$ cat config.mk
export PLATFORM = sky130hd
export DESIGN_NAME = multikey_debounce
export DESIGN_NICKNAME = d
export VERILOG_FILES = /design/src/rtl/mkd_pkg.sv /design/src/rtl/mkd_key_sync.sv /design/src/rtl/mkd_pick.sv /design/src/rtl/mkd_timer.sv /design/src/rtl/multikey_debounce.sv
export SDC_FILE = /design/constraint.sdc
export NUM_CORES = 1
export LEC_CHECK = 0
export ABC_AREA = 1
export BUFFER_PORTS_ARGS = -buffer_cell sky130_fd_sc_hd__buf_2
export CAP_MARGIN = 20
export CELL_PAD_IN_SITES_DETAIL_PLACEMENT = 1
export CELL_PAD_IN_SITES_GLOBAL_PLACEMENT = 2
export CORE_MARGIN = 2
export CORE_UTILIZATION = 35
export CTS_CLUSTER_DIAMETER = 50
export DETAILED_ROUTE_END_ITERATION = 6
export HOLD_SLACK_MARGIN = 0.15
export PLACE_DENSITY_LB_ADDON = 0.08
export SLEW_MARGIN = 15
export SYNTH_ARGS = -nofsm -noshare
export SYNTH_HDL_FRONTEND = slang
export SYNTH_HIERARCHICAL = 1
export SYNTH_SLANG_ARGS = --single-unit
$ cat constraint.sdc
create_clock -name clk -period 6.85 [get_ports clk]
set_input_delay 0.685 -clock clk [delete_from_list [all_inputs] [get_ports clk]]
set_output_delay 0.685 -clock clk [all_outputs]
set_load 0.01 [all_outputs]
$ cat src/rtl/mkd_pkg.sv
package mkd_pkg;
  // Width of an index able to address n items, never less than one bit.
  function automatic int unsigned idx_width(input int unsigned n);
    return (n > 1) ? $clog2(n) : 1;
  endfunction

  // Width of a counter that must hold values 0..n.
  function automatic int unsigned cnt_width(input int unsigned n);
    return (n > 0) ? $clog2(n + 1) : 1;
  endfunction
endpackage

$ cat src/rtl/mkd_key_sync.sv
module mkd_key_sync #(
  parameter int unsigned NUM_KEYS    = 4,
  parameter int unsigned SYNC_STAGES = 2
) (
  input  logic                clk,
  input  logic                rst,
  input  logic [NUM_KEYS-1:0] key_n,
  output logic [NUM_KEYS-1:0] pressed,
  output logic [NUM_KEYS-1:0] key_chg
);
  logic [NUM_KEYS-1:0] pressed_q;

  for (genvar k = 0; k < NUM_KEYS; k++) begin : g_key
    logic [SYNC_STAGES-1:0] shreg;
    always_ff @(posedge clk) begin
      if (rst) shreg <= '1;
      else     shreg <= {shreg[SYNC_STAGES-2:0], key_n[k]};
    end
    assign pressed[k] = ~shreg[SYNC_STAGES-1];
  end

  // Previous synchronized level, kept up to date regardless of mode so
  // that re-entering an active mode produces no false change.
  always_ff @(posedge clk) begin
    if (rst) pressed_q <= '0;
    else     pressed_q <= pressed;
  end

  assign key_chg = pressed ^ pressed_q;
endmodule

$ cat src/rtl/mkd_pick.sv
module mkd_pick #(
  parameter int unsigned NUM_KEYS = 4,
  localparam int unsigned IW = mkd_pkg::idx_width(NUM_KEYS)
) (
  input  logic [NUM_KEYS-1:0] req,
  output logic                found,
  output logic [IW-1:0]       idx
);
  // Lowest-numbered requester wins: scan downward so the last hit is lowest.
  always_comb begin
    found = 1'b0;
    idx   = '0;
    for (int i = NUM_KEYS - 1; i >= 0; i--) begin
      if (req[i]) begin
        found = 1'b1;
        idx   = IW'(i);
      end
    end
  end
endmodule

$ cat src/rtl/mkd_timer.sv
module mkd_timer #(
  parameter int unsigned TERM_COUNT = 8195
) (
  input  logic clk,
  input  logic rst,
  input  logic tick,
  input  logic start,
  input  logic abort,
  output logic running,
  output logic term
);
  localparam int unsigned CW = mkd_pkg::cnt_width(TERM_COUNT);
  localparam logic [CW-1:0] LAST = CW'(TERM_COUNT - 1);

  logic [CW-1:0] cnt;

  // A change seen in the same cycle as the final tick takes precedence.
  assign term = running && tick && (cnt == LAST) && !start && !abort;

  always_ff @(posedge clk) begin
    if (rst) begin
      running <= 1'b0;
      cnt     <= '0;
    end else if (start) begin
      running <= 1'b1;
      cnt     <= '0;
    end else if (abort || term) begin
      running <= 1'b0;
      cnt     <= '0;
    end else if (running && tick) begin
      cnt <= cnt + 1'b1;
    end
  end
endmodule

$ cat src/rtl/multikey_debounce.sv
module multikey_debounce #(
  parameter int unsigned NUM_KEYS    = 4,
  parameter int unsigned TERM_COUNT  = 8195,
  parameter int unsigned SYNC_STAGES = 2
) (
  input  logic                clk,
  input  logic                rst,
  input  logic                active_en,
  input  logic                dbc_tick,
  input  logic [NUM_KEYS-1:0] key_n,
  input  logic                stat_rd,
  input  logic                irq_clr,
  output logic [NUM_KEYS-1:0] key_status,
  output logic                irq,
  output logic                supply_en,
  output logic                clk_on_flag
);
  localparam int unsigned IW = mkd_pkg::idx_width(NUM_KEYS);

  logic [NUM_KEYS-1:0] pressed;
  logic [NUM_KEYS-1:0] key_chg;
  logic [NUM_KEYS-1:0] chg_act;
  logic [NUM_KEYS-1:0] sel_mask;
  logic [NUM_KEYS-1:0] other_chg;
  logic [IW-1:0]       sel_q;
  logic [IW-1:0]       new_idx;
  logic                new_found;
  logic                running;
  logic                term;
  logic                same_chg;
  logic                abort;
  logic                upd;
  logic                level_sel;
  logic                stat_sel;

  mkd_key_sync #(
    .NUM_KEYS    (NUM_KEYS),
    .SYNC_STAGES (SYNC_STAGES)
  ) u_sync (
    .clk     (clk),
    .rst     (rst),
    .key_n   (key_n),
    .pressed (pressed),
    .key_chg (key_chg)
  );

  assign chg_act = key_chg & {NUM_KEYS{active_en}};

  always_comb begin
    for (int k = 0; k < NUM_KEYS; k++) begin
      sel_mask[k] = running && (sel_q == IW'(k));
    end
  end

  assign other_chg = chg_act & ~sel_mask;
  assign same_chg  = |(chg_act & sel_mask);

  mkd_pick #(
    .NUM_KEYS (NUM_KEYS)
  ) u_pick (
    .req   (other_chg),
    .found (new_found),
    .idx   (new_idx)
  );

  assign abort = !active_en || (same_chg && !new_found);

  mkd_timer #(
    .TERM_COUNT (TERM_COUNT)
  ) u_timer (
    .clk     (clk),
    .rst     (rst),
    .tick    (dbc_tick),
    .start   (new_found),
    .abort   (abort),
    .running (running),
    .term    (term)
  );

  always_ff @(posedge clk) begin
    if (rst)            sel_q <= '0;
    else if (new_found) sel_q <= new_idx;
  end

  assign level_sel = |(pressed & sel_mask);
  assign stat_sel  = |(key_status & sel_mask);
  assign upd       = term && (level_sel != stat_sel);

  always_ff @(posedge clk) begin
    if (rst) begin
      key_status <= '0;
      irq        <= 1'b0;
    end else begin
      if (upd) key_status <= (key_status & ~sel_mask) | (pressed & sel_mask);
      if (upd)                     irq <= 1'b1;
      else if (stat_rd || irq_clr) irq <= 1'b0;
    end
  end

  assign supply_en   = running;
  assign clk_on_flag = running;
endmodule

==> impl_metrics.ini <==
[run_status]
status = finished, final reports clean

[job]
cap_violations = 0

[worst_setup_path]
cp-end-kind = register
crit_type = reg2reg
r2r_setup_slack_ps = 4150
worst_ep_arrival_time_ps = 2890
r2r_start = u_timer/running$_SDFFE_PP0P_
worstSetupStartpoint = u_timer/running$_SDFFE_PP0P_
startpoint_type = register
r2r_cells = 17
path_max_fanout = 17
cp_data_required_time_ps = 7040

[worst_hold_path]
hp-class = reg2reg

[drt]
wl_per_cell_um = 11.6
routed-wl-met2_um = 1680
routed_wl_um = 4200
vias = 1640
routed.top_layer = met4
wl_met1_um = 2330
drc = 0
first_pass_iters = 4
vias_per_cell = 4.52
drt-initial-drc-count = 50
met3_length_um = 126
antenna_left = 0

[clock_network]
cts.reportedPaths.clkPinSlew_ps = 80
ctsResizeCount = 0
clock_latency_ps = 290
htreeDepth = 2
clock_tree.buffer_depth = 2
cts.sinks = 34
cts_tree = yes
post_cts_buffers = 0
cts_hold_buffers = 0
root_buffer = clkbuf_8
numCtsBuffers = 5

[cells_and_area]
final_common_cell = nand2_1
multiInputGateArea_sq_um = 973
regArea_sq_um = 681
fillers = 698
drive_gt1_frac = 0.201
layout_common_cells = nand2_1 (59), inv_1 (43), dfxtp_1 (34)
antenna_cells = 0
fin_nets = 304
areaGrowthSynthToFinish_pct = 12.8

[power]
vdd_drop_max_uv = 90.8
p_leak_nw = 0.916
power_density_mw_per_mm2 = 204
power_mw = 0.434

[yosys]
synth.net_count = 285
synth.avg_cell_area_sq_um = 6.90
yosys_register_bits = 34
ys_seq_area_frac = 0.361
yosysWarnings = 6
synthCells = 273
post_synth_num_cell_types = 26
synthesis.area_sq_mm = 0.00188

[floorplanning]
rows = 26
die_h_um = 77.4
ioPinCount = 17
die_w_um = 77.4
core-area_sq_mm = 0.00514
die_area_sq_mm = 0.00598
start_util = 0.366

[placement]
routabilityCongestion = 0.789
detailed_place_hpwl_um = 3300
io_buffers = 16

[grt]
grt.total_usage = 0.157
first_global_vias = 1526
grt_pass1_wl_um = 7360
antenna_found_initial = 0
grt_max_degree = 18
grt_overflow = 0

[sta]
fin_setup_tns_ps = 0
worst_slew_pin_slew_ps = 640
slew_violations = 0
rsz0062_at_grt = false
fin_crit_ps = 2700
relSlewSlack = 0.573
hold_viol_final = 0
finalSetupViolCount = 0
fmax_mhz = 370
fin_hold_ws_ps = 409
skew_ps = 5.85
timing.final.crit_share = 0.395
==> worst min path at each step <==
stage	startpoint	end	cells past startpoint
5_1_grt	u_sync/g_key[0].shreg[0]$_SDFF_PP1_	u_sync/g_key[0].shreg[1]$_SDFF_PP1_	1
6_report	u_sync/g_key[1].shreg[0]$_SDFF_PP1_	u_sync/g_key[1].shreg[1]$_SDFF_PP1_	1
3_3_place_gp	u_sync/g_key[2].shreg[0]$_SDFF_PP1_	u_sync/g_key[2].shreg[1]$_SDFF_PP1_	1
4_1_cts	u_sync/g_key[1].shreg[0]$_SDFF_PP1_	u_sync/g_key[1].shreg[1]$_SDFF_PP1_	1
3_5_place_dp	u_sync/g_key[0].shreg[0]$_SDFF_PP1_	u_sync/g_key[0].shreg[1]$_SDFF_PP1_	1
2_1_floorplan	u_sync/g_key[0].shreg[0]$_SDFF_PP1_	u_sync/g_key[0].shreg[1]$_SDFF_PP1_	1
==> area by class of cell <==
type | instances | area share
Clock buffer | 5 | 0.0324
Tap cell | 70 | 0.0412
Sequential cell | 34 | 0.321
Timing Repair Buffer | 16 | 0.0377
Inverter | 50 | 0.0884
Multi-Input combinational cell | 185 | 0.458
Clock inverter | 3 | 0.0212
==> cells in the mapped netlist, drive strengths merged <==
library cell	n	area, sq um
o21ai	6	30.0
or2	9	56.3
buf	4	41.3
nand4	7	43.8
nand3	23	133
nand2	67	282
ha	2	25.0
dfxtp	34	681
nor3	7	40.0
xor2	5	43.8
clkinv	2	7.51
a21oi	13	72.6
inv	48	180
nor2	46	248
==> power by group <==
| part | switching (mW) | internal, mW |
|---|---|---|
| Sequential | 0.00811 | 0.202 |
| Clock | 0.0809 | 0.108 |
| Combinational | 0.0227 | 0.0113 |
| Total | 0.112 | 0.322 |
==> per-layer routing <==
| layer | global-route usage | vias up |
|---|---|---|
| met5 | 0 | - |
| met4 | 0.0607 | 0 |
| met3 | 0.0384 | 8 |
| met2 | 0.223 | 18 |
| met1 | 0.227 | 737 |
| li1 | - | 877 |
==> worst max-delay path: stages, from the launching register on <==
cell      delay, ps
dfxtp_1         740
clkinv_1        170
nor3_2          250
nor2_1          110
nor2_1          100
nand2_1         120
inv_1            80
nand2_1          50
nor2_1          120
nand2_2          80
inv_2            60
nand2_2          70
nor2_1          160
nand2_2          90
nor2_4          190
nand3_1         100
nand2_1          80
nor2_1           40
==> cell families after synthesis <==
kind of cell | count (synthesis) | synth area share
flip-flops | 34 | 0.361
XOR/XNOR | 5 | 0.0233
adder cells (fa/ha/maj) | 2 | 0.0133
buffers and inverters | 54 | 0.122
AO/OA/AOI/OAI | 19 | 0.0545
AND/OR/NAND/NOR | 159 | 0.426
==> stage by stage <==
step | instance area [sq um] | std cells | setup slack, ps | utilization
6_report | 2120 | 363 | 4150 | 0.413
5_1_grt | 2120 | 363 | 3730 | 0.413
4_1_cts | 2120 | 363 | 4150 | 0.413
3_5_place_dp | 2010 | 355 | 4180 | 0.391
3_3_place_gp | 2010 | 355 | 4310 | 0.391
2_1_floorplan | 1880 | 273 | 4620 | -
Note: power is estimated with default switching activity, not from simulation.
